$ cat src/rtl/ft_pkg.sv
// Shared constants, the dark-column mode encoding and the overhead lookup
// for the frame timing generator. Purely declarative; holds no state.
package ft_pkg;

    // Smallest horizontal blanking the row logic accepts, in units.
    localparam int unsigned HBLANK_FLOOR = 9;

    // Units of frame-valid guard before the first and after the last active column.
    localparam int unsigned EDGE_UNITS   = 6;

    // Fixed blanking overhead for each dark-column option, in units.
    localparam int unsigned OVH_NONE     = 107;
    localparam int unsigned OVH_EIGHT    = 113;
    localparam int unsigned OVH_SIXTEEN  = 121;

    // Dark-column mode encoding; the top bit alone selects sixteen columns.
    typedef enum logic [1:0] {
        DARK_NONE      = 2'b00,
        DARK_EIGHT     = 2'b01,
        DARK_SIXTEEN   = 2'b10,
        DARK_SIXTEEN_B = 2'b11
    } dark_mode_e;

    // Return the blanking overhead, in units, for a dark-column mode.
    function automatic int unsigned dark_overhead(input dark_mode_e mode);
        int unsigned ovh;
        case (mode)
            DARK_NONE:  ovh = OVH_NONE;
            DARK_EIGHT: ovh = OVH_EIGHT;
            default:    ovh = OVH_SIXTEEN;
        endcase
        return ovh;
    endfunction

endpackage

$ cat src/rtl/ft_cfg_latch.sv
// Configuration shadow for the frame timing generator.
// It captures the static configuration inputs and turns them into the
// per-frame limits that the counters and the strobe decoder use.
// Assumes: load is high only on the last master cycle of a frame.
// Assumes: UNIT_W and RCNT_W are wide enough for the largest row and frame.
module ft_cfg_latch
    import ft_pkg::*;
#(
    parameter int COL_W  = 10,
    parameter int ROW_W  = 10,
    parameter int HB_W   = 10,
    parameter int VB_W   = 10,
    parameter int MULT_W = 4,
    parameter int INT_W  = 12,
    parameter int UNIT_W = 12,
    parameter int RCNT_W = 14,
    parameter int SUB_W  = 5
) (
    input  logic              clk,
    input  logic              rst_n,
    input  logic              load,
    input  logic [COL_W-1:0]  cfg_cols,
    input  logic [ROW_W-1:0]  cfg_rows,
    input  logic [HB_W-1:0]   cfg_hblank,
    input  logic [VB_W-1:0]   cfg_vblank,
    input  logic [MULT_W-1:0] cfg_mult,
    input  logic [1:0]        cfg_dark,
    input  logic [INT_W-1:0]  cfg_integ,
    output logic [SUB_W-1:0]  unit_last,
    output logic [UNIT_W-1:0] row_last,
    output logic [UNIT_W-1:0] blank_units,
    output logic [UNIT_W-1:0] fv_on_col,
    output logic [RCNT_W-1:0] act_last_row,
    output logic [RCNT_W-1:0] frame_last_row
);

    logic [UNIT_W-1:0] hb_eff;
    logic [UNIT_W-1:0] ovh;
    logic [UNIT_W-1:0] q_next;
    logic [UNIT_W-1:0] row_last_next;
    logic [UNIT_W-1:0] fv_on_next;
    logic [RCNT_W-1:0] rows_next;
    logic [RCNT_W-1:0] normal_rows;
    logic [RCNT_W-1:0] integ_ext;
    logic [RCNT_W-1:0] frame_last_next;
    logic [SUB_W-1:0]  unit_last_next;

    // Derive the row and frame limits from the raw inputs.
    always_comb begin
        hb_eff          = (UNIT_W'(cfg_hblank) < UNIT_W'(HBLANK_FLOOR))
                          ? UNIT_W'(HBLANK_FLOOR) : UNIT_W'(cfg_hblank);
        ovh             = UNIT_W'(dark_overhead(dark_mode_e'(cfg_dark)));
        q_next          = ovh + hb_eff;
        row_last_next   = q_next + UNIT_W'(cfg_cols);
        fv_on_next      = q_next - UNIT_W'(EDGE_UNITS);
        rows_next       = RCNT_W'(cfg_rows);
        normal_rows     = rows_next + RCNT_W'(cfg_vblank) + RCNT_W'(2);
        integ_ext       = RCNT_W'(cfg_integ);
        frame_last_next = (integ_ext >= normal_rows) ? integ_ext
                                                     : normal_rows - RCNT_W'(1);
        unit_last_next  = SUB_W'(cfg_mult) + SUB_W'(1);
    end

    // Capture the limits during reset and at each frame boundary.
    always_ff @(posedge clk) begin
        if (!rst_n || load) begin
            unit_last      <= unit_last_next;
            row_last       <= row_last_next;
            blank_units    <= q_next;
            fv_on_col      <= fv_on_next;
            act_last_row   <= rows_next;
            frame_last_row <= frame_last_next;
        end
    end

endmodule

$ cat src/rtl/ft_counters.sv
// Position counters for the frame timing generator.
// A sub-unit counter divides the master clock into column units. A column
// counter walks the row and a row counter walks the frame. A free-running
// toggle provides the pixel-clock enable.
// Assumes: the limits are stable except on the cycle frame_wrap is high.
module ft_counters #(
    parameter int UNIT_W = 12,
    parameter int RCNT_W = 14,
    parameter int SUB_W  = 5
) (
    input  logic              clk,
    input  logic              rst_n,
    input  logic [SUB_W-1:0]  unit_last,
    input  logic [UNIT_W-1:0] row_last,
    input  logic [RCNT_W-1:0] frame_last_row,
    output logic [UNIT_W-1:0] col,
    output logic [RCNT_W-1:0] row,
    output logic              unit_first,
    output logic              frame_wrap,
    output logic              pclk_en
);

    logic [SUB_W-1:0] sub_q;
    logic             unit_end;
    logic             row_end;

    assign unit_end   = (sub_q == unit_last);
    assign row_end    = unit_end && (col == row_last);
    assign frame_wrap = row_end && (row == frame_last_row);
    assign unit_first = (sub_q == '0);

    // Count master cycles inside one column unit.
    always_ff @(posedge clk) begin
        if (!rst_n)        sub_q <= '0;
        else if (unit_end) sub_q <= '0;
        else               sub_q <= sub_q + SUB_W'(1);
    end

    // Advance the column unit index and wrap it at the end of the row.
    always_ff @(posedge clk) begin
        if (!rst_n)        col <= '0;
        else if (row_end)  col <= '0;
        else if (unit_end) col <= col + UNIT_W'(1);
    end

    // Advance the row index and wrap it at the end of the frame.
    always_ff @(posedge clk) begin
        if (!rst_n)          row <= '0;
        else if (frame_wrap) row <= '0;
        else if (row_end)    row <= row + RCNT_W'(1);
    end

    // Halve the master clock to form the pixel-clock enable.
    always_ff @(posedge clk) begin
        if (!rst_n) pclk_en <= 1'b0;
        else        pclk_en <= ~pclk_en;
    end

endmodule

$ cat src/rtl/ft_strobes.sv
// Strobe decoder for the frame timing generator.
// It turns the scan position and the captured limits into frame-valid,
// line-valid and the frame-start marker. Purely combinational.
// Assumes: the frame has at least act_last_row + 2 rows, so the
// frame-valid tail row always exists.
module ft_strobes
    import ft_pkg::*;
#(
    parameter int UNIT_W = 12,
    parameter int RCNT_W = 14
) (
    input  logic [UNIT_W-1:0] col,
    input  logic [RCNT_W-1:0] row,
    input  logic              unit_first,
    input  logic [UNIT_W-1:0] fv_on_col,
    input  logic [UNIT_W-1:0] blank_units,
    input  logic [RCNT_W-1:0] act_last_row,
    output logic              frame_valid,
    output logic              line_valid,
    output logic              frame_start
);

    logic head_row;
    logic body_row;
    logic tail_row;
    logic act_row;

    // Classify the current row against the active region.
    always_comb begin
        head_row = (row == '0);
        act_row  = (row <= act_last_row);
        body_row = !head_row && act_row;
        tail_row = (row == act_last_row + RCNT_W'(1));
    end

    // Decode the strobes from the position within the row.
    always_comb begin
        frame_valid = (head_row && (col >= fv_on_col))
                   || body_row
                   || (tail_row && (col < UNIT_W'(EDGE_UNITS)));
        line_valid  = act_row && (col >= blank_units);
        frame_start = head_row && (col == fv_on_col) && unit_first;
    end

endmodule

$ cat src/rtl/frame_timing_gen.sv
// Top of the programmable frame timing generator.
// It wires the configuration shadow, the position counters and the strobe
// decoder together. The configuration shadow reloads on the cycle in which
// the counters wrap the frame.
// Assumes: the configuration inputs are static inputs of the master clock domain.
module frame_timing_gen #(
    parameter int COL_W  = 10,
    parameter int ROW_W  = 10,
    parameter int HB_W   = 10,
    parameter int VB_W   = 10,
    parameter int MULT_W = 4,
    parameter int INT_W  = 12,
    localparam int UNIT_W = ((COL_W > HB_W) ? COL_W : HB_W) + 2,
    localparam int RV_W   = (ROW_W > VB_W) ? ROW_W : VB_W,
    localparam int RCNT_W = ((RV_W > INT_W) ? RV_W : INT_W) + 2,
    localparam int SUB_W  = MULT_W + 1
) (
    input  logic              clk,
    input  logic              rst_n,
    input  logic [COL_W-1:0]  cfg_cols,
    input  logic [ROW_W-1:0]  cfg_rows,
    input  logic [HB_W-1:0]   cfg_hblank,
    input  logic [VB_W-1:0]   cfg_vblank,
    input  logic [MULT_W-1:0] cfg_mult,
    input  logic [1:0]        cfg_dark,
    input  logic [INT_W-1:0]  cfg_integ,
    output logic              pclk_en,
    output logic              frame_valid,
    output logic              line_valid,
    output logic              frame_start,
    output logic [RCNT_W-1:0] row_cnt,
    output logic [UNIT_W-1:0] col_cnt
);

    logic [SUB_W-1:0]  unit_last;
    logic [UNIT_W-1:0] row_last;
    logic [UNIT_W-1:0] blank_units;
    logic [UNIT_W-1:0] fv_on_col;
    logic [RCNT_W-1:0] act_last_row;
    logic [RCNT_W-1:0] frame_last_row;
    logic              unit_first;
    logic              frame_wrap;

    ft_cfg_latch #(
        .COL_W (COL_W),  .ROW_W (ROW_W),  .HB_W  (HB_W),
        .VB_W  (VB_W),   .MULT_W(MULT_W), .INT_W (INT_W),
        .UNIT_W(UNIT_W), .RCNT_W(RCNT_W), .SUB_W (SUB_W)
    ) u_cfg (
        .clk           (clk),
        .rst_n         (rst_n),
        .load          (frame_wrap),
        .cfg_cols      (cfg_cols),
        .cfg_rows      (cfg_rows),
        .cfg_hblank    (cfg_hblank),
        .cfg_vblank    (cfg_vblank),
        .cfg_mult      (cfg_mult),
        .cfg_dark      (cfg_dark),
        .cfg_integ     (cfg_integ),
        .unit_last     (unit_last),
        .row_last      (row_last),
        .blank_units   (blank_units),
        .fv_on_col     (fv_on_col),
        .act_last_row  (act_last_row),
        .frame_last_row(frame_last_row)
    );

    ft_counters #(
        .UNIT_W(UNIT_W), .RCNT_W(RCNT_W), .SUB_W(SUB_W)
    ) u_cnt (
        .clk           (clk),
        .rst_n         (rst_n),
        .unit_last     (unit_last),
        .row_last      (row_last),
        .frame_last_row(frame_last_row),
        .col           (col_cnt),
        .row           (row_cnt),
        .unit_first    (unit_first),
        .frame_wrap    (frame_wrap),
        .pclk_en       (pclk_en)
    );

    ft_strobes #(
        .UNIT_W(UNIT_W), .RCNT_W(RCNT_W)
    ) u_strb (
        .col         (col_cnt),
        .row         (row_cnt),
        .unit_first  (unit_first),
        .fv_on_col   (fv_on_col),
        .blank_units (blank_units),
        .act_last_row(act_last_row),
        .frame_valid (frame_valid),
        .line_valid  (line_valid),
        .frame_start (frame_start)
    );

endmodule

$ cat config.mk
export PLATFORM = sky130hd
export DESIGN_NAME = frame_timing_gen
export DESIGN_NICKNAME = d
export VERILOG_FILES = /design/src/rtl/ft_pkg.sv /design/src/rtl/ft_cfg_latch.sv /design/src/rtl/ft_counters.sv /design/src/rtl/ft_strobes.sv /design/src/rtl/frame_timing_gen.sv
export SDC_FILE = /design/constraint.sdc
export NUM_CORES = 1
export LEC_CHECK = 0
export ABC_AREA = 1
export BUFFER_PORTS_ARGS = -buffer_cell sky130_fd_sc_hd__buf_2
export CAP_MARGIN = 20
export CORE_ASPECT_RATIO = 0.7
export CORE_MARGIN = 5
export CORE_UTILIZATION = 40
export CTS_BUF_LIST = sky130_fd_sc_hd__clkbuf_8
export DETAILED_ROUTE_END_ITERATION = 16
export SETUP_SLACK_MARGIN = 0.02
export SLEW_MARGIN = 10
export SYNTH_ARGS = -nofsm -noshare
export SYNTH_HDL_FRONTEND = slang
export SYNTH_SLANG_ARGS = --single-unit
$ cat constraint.sdc
create_clock -name clk -period 3.2 [get_ports clk]
set_input_delay 0.16 -clock clk [delete_from_list [all_inputs] [get_ports clk]]
set_output_delay 0.16 -clock clk [all_outputs]
set_load 0.02 [all_outputs]
# Word-level counts from Yosys, hierarchy flattened
# Index checks and enable logic that the tools add are counted.
[totals]
ff_bits = 97
output_inout_bits = 30
[classes]
addsub = 11
n_lt_le_gt_ge = 6
eq_ne = 6
muxes = 3
bitwise_logic = 2
reduce_logical = 19
[op_table]
columns = ["cell", "n"]
rows = [
  ["equality test 14 bit", 2],
  ["equality test 12 bit", 2],
  [">= comparator 12 bit", 2],
  ["adder 14 x 1 -> 14 bit (second input constant)", 1],
  ["adder 14 x 2 -> 14 bit (second input constant)", 1],
  [">= comparator 12 x 14 -> 1 bit", 1],
  ["less-or-equal comparator 14 x 10 -> 1 bit", 1],
  ["zero test 14 bit", 1],
  ["subtractor 14 x 1 -> 14 bit (second input constant)", 1],
  ["adder 12 x 1 -> 12 bit (second input constant)", 1],
  ["adder 12 x 10 -> 12 bit", 1],
  ["adder 7 x 12 -> 12 bit", 1],
  ["less-than comparator 12 x 3 -> 1 bit (second input constant)", 1],
  ["two-way mux 12 bit", 1],
  ["subtractor 12 x 3 -> 12 bit (second input constant)", 1],
  ["adder 10 x 1 -> 11 bit (second input constant)", 1],
  ["adder 10 x 10 -> 11 bit", 1],
  ["less-than comparator 10 x 4 -> 1 bit (second input constant)", 1],
  ["two-way mux 10 bit", 1],
  ["case mux 5 bit (2 select lines)", 1],
  ["logical AND 1 bit", 8],
  ["OR reduction 2 bit", 3],
  ["adder 4 x 1 -> 5 bit (second input constant)", 1],
  ["adder 5 x 1 -> 5 bit (second input constant)", 1],
  ["other kinds (7)", 11],
]

# Depth between registers and ports, before layout
[depth]
depth_word = 5
depth_mapped = 26

# Cells and area by module
# From an unflattened synthesis, not the netlist that was laid out.
[unflattened]
hier_cells = 1157
hier_area_um2 = 8313.0
[by_module_without_submodules]
columns = ["mod", "n_inst", "cells_each", "area_each_um2"]
rows = [
  ["ft_cfg_latch", 1, 458, 4311.6],
  ["ft_counters", 1, 408, 2413.6],
  ["ft_strobes", 1, 291, 1587.8],
]

# Least setup slack after synthesis
# Ideal clock, no wire load.
[synth_path]
path_kind = "register to register"
start = "reg u_cnt.col[3]"
end = "reg u_cfg.act_last_row[0] (enable)"
setup_time_ns = 0.417
t_arrival_ns = 2.945
t_required_ns = 2.783
slack_ns = -0.162
stages_incl_launch_ff = 10
path_buffers = 1
synth_period_minus_slack_ns = 3.362
path_cell_list = "dfxtp_1 > xor2_1 > nor4_1 > nand3_2 > inv_1 > nor2_1 > inv_1 > o21ai_2 > buf_2 > inv_1"
[synth_via]
elab_chain_len = 4
[synth_lines]
columns = ["item", "line", "text"]
rows = [
  ["from (decl)", "ft_counters.sv:16", "output logic [UNIT_W-1:0] col,"],
  ["from (signal assigned)", "ft_counters.sv:43", "else if (unit_end) col <= col + UNIT_W'(1);"],
  ["equality test 12 bit", "ft_counters.sv:28", "assign row_end = unit_end && (col == row_last);"],
  ["logical AND 1 bit", "ft_counters.sv:28", ""],
  ["logical AND 1 bit", "ft_counters.sv:29", "assign frame_wrap = row_end && (row == frame_last_row);"],
  ["logical OR 1 bit", "ft_cfg_latch.sv:66", "if (!rst_n || load) begin"],
  ["to (signal assigned)", "ft_cfg_latch.sv:71", "act_last_row <= rows_next;"],
  ["to (decl)", "ft_cfg_latch.sv:33", "output logic [RCNT_W-1:0] act_last_row,"],
]
# Every way passes these cells.
# A chain may end at the register's enable or synchronous reset.

# Worst setup path in the final report
[layout_path]
start = "in cfg_rows[0]"
end = "reg u_cfg.frame_last_row[9] (data pin)"
[layout_via]
elab_chain_len = 4
[layout_lines]
columns = ["item", "line", "text"]
rows = [
  ["from (decl)", "frame_timing_gen.sv:21", "input logic [ROW_W-1:0] cfg_rows,"],
  ["adder 10 x 10 -> 11 bit *", "ft_cfg_latch.sv:57", "normal_rows = rows_next + RCNT_W'(cfg_vblank) + RCNT_W'(2);"],
  ["adder 14 x 2 -> 14 bit *", "ft_cfg_latch.sv:57", ""],
  ["subtractor 14 x 1 -> 14 bit or >= comparator 12 x 14 -> 1 bit (tied branches)", "ft_cfg_latch.sv:60, ft_cfg_latch.sv:59", ""],
  ["two-way mux 12 bit *", "ft_cfg_latch.sv:59", "frame_last_next = (integ_ext >= normal_rows) ? integ_ext"],
  ["via u_cfg.frame_last_next[9]", "ft_cfg_latch.sv:45", "logic [RCNT_W-1:0] frame_last_next;"],
  ["to (signal assigned)", "ft_cfg_latch.sv:72", "frame_last_row <= frame_last_next;"],
  ["to (decl)", "ft_cfg_latch.sv:34", "output logic [RCNT_W-1:0] frame_last_row"],
]
# Mark *: on every way through the listed nets, which the timed path passes. The rest lies on a longest branch.

==> results by group <==
Critical path
  – Crit path required time: 3.33 ns
  – Worst reg-to-reg setup slack: 0.40 ns
  – Capture point of the worst path: u_cfg.frame_last_row[9]
  – Crit path largest cell delay: 0.39 ns
  – Critical R2R Launch: u_cnt.row[10]
  – Startpoint types: input port
  – Critical Path Stages: 21
  – Reg-to-Reg End: u_cfg.row_last[5]
  – CP max stage cell: fa_2
  – Crit-path max FO: 9
  – CP Launch Point: cfg_rows[0]
  – Crit-path cells: buf_2, ha_2, fa_2, xor2_2, buf_4, nand3_1, nor2_2, nand3_2, o21bai_1, nand2_1, ha_1, nand2_1, nor2_1, a211oi_2, nand3b_1, nand2_1, inv_1, nand2_4, nand2_4, nand2_1, o21ai_1
  – Most used cell, CP: nand2_1
  – Family with the most delay on the worst path: simple AND/OR/NAND/NOR gates
  – CP Class: input port to flop
  – Reg2Reg Depth: 9
  – Crit path DAT: 3.08 ns
  – Crit path buf inv count: 3
  – CP Capture Type: flop

Placed design
  – Placer Congestion: 0.953
  – Post-DP HPWL: 16300 um
  – Placed cell area: 8950 um^2
  – Inst Count DP: 1375
  – Port Buffers: 89

Finish
  – Inserted Diodes: 0
  – Final std cells w/o fill: 1404
  – Fin nets: 1298
  – Layout cells sized above 1: 0.231
  – P&R area growth vs syn: 23.7%
  – Final instance area: 9360 um^2

STA
  – Worst-Margin Slew: 0.755 ns
  – Skew final: 0.00889 ns
  – Fin crit share: 0.924
  – WHS: 0.0487 ns
  – Final setup violating endpoints: 0
  – RSZ-0062 raised after global routing: false
  – Slew Viols, Final: 0
  – TNS Setup: 0 ns
  – Final Critical Period: 2.96 ns
  – Worst slew margin: 0.496
  – Max Fclk: 338 MHz
  – Final Hold Vio Count: 0

Routing
  – Final ANT Viol Nets: 0
  – Routed vias/inst: 4.78
  – Total number of vias: 6707
  – Post-Route WL: 19800 um
  – Initial DRC Count: 500
  – First-pass DRT Iterations: 5
  – WL/cell: 14.1 um
  – DRC viols: 0

Logic synthesis
  – Sequential area share after synthesis: 0.335
  – #FFs+latches synth: 95
  – Synth Instances: 966
  – Synthesized area: 7560 um^2
  – Post-synth cell types: 48
  – Top FF cell, synth: edfxtp_1
  – EDFF count, synth: 63
  – Ys async rst share: 0
  – Post-Syn Nets: 1107
  – Ys Warns: 0
  – Mean Syn Cell Area: 7.83 um^2

Run
  – Number of max-cap violations: 0

Clock tree
  – Clock tree sinks: 95
  – Clk slew on worst S/H paths: 0.09 ns
  – CTS max path bufs: 2
  – H-tree levels: 3
  – Worst-Skew Late Latency: 0.37 ns
  – CTS Buf Count: 9
  – CTS tree: done
  – Root Driver: clkbuf_8

Min path
  – Worst Hold Class: input port to flop

Floorplan
  – Chip Width: 174 um
  – Die Y-Extent: 125 um
  – DIE AREA: 21800 um^2
  – IO Pins: 90
  – Initial Utilization: 0.403
  – Site Rows: 42
  – Core ar.: 18800 um^2

Global routing
  – Overall global routing resource usage: 0.180
  – Overflow after GRT: 0
  – Pin count of the biggest net entering global routing: 28
  – Initial antenna violation count: 0
  – First-pass GRT wire length: 32200 um
  – Number of global-route vias before repair: 6374

Pwr
  – VDD IR-drop max: 223 uV
  – Power density cells: 371 nW/um^2
  – Leak pwr: 0.00473 uW
  – Overall Power: 3480 uW

Run status
  – Status: completed
## kinds of logic after synthesis
family                     after synthesis  share of synthesized area
xor gates and xnor gates                75                     0.0903
DFF                                     95                      0.335
adders and majority gates               81                      0.137
AOI/OAI and AO/OA                       94                     0.0715
buffers and inverters                  183                     0.0943
and+or+nand+nor                        437                      0.272
other                                    1                   0.000496
## how the worst min path moves through the flow
stage / startpoint / end / slack, ns / depth (start not counted)
global placement: cfg_rows[8] / u_cfg.act_last_row[8] / 0.37 / 1
finish: cfg_rows[1] / u_cfg.act_last_row[1] / 0.05 / 1
global route: cfg_rows[1] / u_cfg.act_last_row[1] / 0.03 / 1
CTS: cfg_rows[1] / u_cfg.act_last_row[1] / 0.03 / 1
floorplan: cfg_rows[0] / u_cfg.act_last_row[0] / 0.26 / 0
detailed placement: cfg_rows[8] / u_cfg.act_last_row[8] / 0.37 / 1
## through the flow
| step | worst slack (ns) | utilization |
|---|---|---|
| 2_1_floorplan | 0.0299 | - |
| 3_3_place_gp | -0.0481 | 0.477 |
| 5_1_grt | 0.00674 | 0.499 |
| 4_1_cts | 0.208 | 0.493 |
| 3_5_place_dp | -0.104 | 0.477 |
| 6_report | 0.244 | 0.499 |
## placed cells by master (no fill, tap or decap), types with 3 or more instances in the layout
master,synthesis,final
clkbuf_8,0,9
nand3_1,63,63
a21oi_2,0,3
a31oi_1,3,3
inv_1,171,172
or2_2,4,4
nor2_2,7,9
ha_1,78,72
dlygate4sd3_1,0,6
o21ai_0,22,22
edfxtp_1,63,63
xnor2_1,27,27
nand3_2,8,8
nand2_4,2,3
bufinv_16,0,3
and3_1,4,4
nor3_1,14,14
ha_2,0,4
xor2_1,46,46
buf_2,2,89
nor2_1,67,65
nand2_1,198,197
a21oi_1,45,42
o21ai_2,4,4
nand2_2,20,21
nor4_1,8,8
buf_4,0,92
nand4_1,34,34
o21bai_1,7,7
dfxtp_1,32,32
nor2_4,3,3
## area by class of cell
type | count | area [um^2]
sequential | 95 | 2530
timing repair buffer | 189 | 1240
clock inverter | 7 | 114
fill | 1804 | 9410
tap | 242 | 303
inverter | 173 | 656
clock buffer | 9 | 124
multi-input combinational | 689 | 4390
## routing by layer
layer | vias to the layer above | global-route usage | share of wire
met4 | 0 | 0.0298 | 0.0074
met2 | 143 | 0.249 | 0.38
met5 | - | 0 | 0
met3 | 12 | 0.0293 | 0.058
li1 | 3542 | - | -
met1 | 3010 | 0.295 | 0.55
## Yosys cell counts (2+ instances only)
library cell | count | area share
nand2_1 | 198 | 0.098
inv_1 | 171 | 0.085
ha_1 | 78 | 0.13
nor2_1 | 67 | 0.033
edfxtp_1 | 63 | 0.25
nand3_1 | 63 | 0.042
xor2_1 | 46 | 0.053
a21oi_1 | 45 | 0.030
nand4_1 | 34 | 0.028
dfxtp_1 | 32 | 0.085
xnor2_1 | 27 | 0.031
o21ai_0 | 22 | 0.015
nand2_2 | 20 | 0.017
nor3_1 | 14 | 0.0093
nand3_2 | 8 | 0.011
nor4_1 | 8 | 0.0066
nor2_2 | 7 | 0.0058
o21bai_1 | 7 | 0.0069
clkbuf_1 | 6 | 0.0030
and3_1 | 4 | 0.0033
o21ai_2 | 4 | 0.0046
or2_2 | 4 | 0.0033
a31oi_1 | 3 | 0.0025
fa_1 | 3 | 0.0079
nor2_4 | 3 | 0.0045
buf_2 | 2 | 0.0013
inv_2 | 2 | 0.00099
nand2_4 | 2 | 0.0030
o211ai_1 | 2 | 0.0020
o21a_1 | 2 | 0.0020
o21ai_1 | 2 | 0.0013
## where the power goes
| part | internal [uW] | switching (uW) |
|---|---|---|
| sequential | 1420 | 44.4 |
| combinational | 470 | 606 |
| clock | 515 | 420 |
## repair_timing
item	CTS	global route
hold buffers	6	0
buffers inserted	0	6
endpoints found under the hold margin	6	0
endpoints found under the setup margin	0	64
gates resized for setup	0	11
## worst register-to-register path, delay by kind of cell, from the launching register on
| family | cells | cell delay [ns] |
|---|---|---|
| buf+inv | 4 | 0.76 |
| simple gates | 4 | 1.00 |
| compound gates | 1 | 0.36 |
| flops | 1 | 0.38 |
## sequential cells by signal, indices dropped and copies added (netlist names)
signal,cells
u_cfg.frame_last_row,14
u_cfg.act_last_row,10
u_cfg.row_last,12
u_cfg.fv_on_col,12
u_cnt.col,12
u_cnt.pclk_en,1
u_cfg.unit_last,5
u_cnt.row,14
u_cfg.blank_units,10
u_cnt.sub_q,5
No activity file was read; power rests on OpenSTA's default activity.
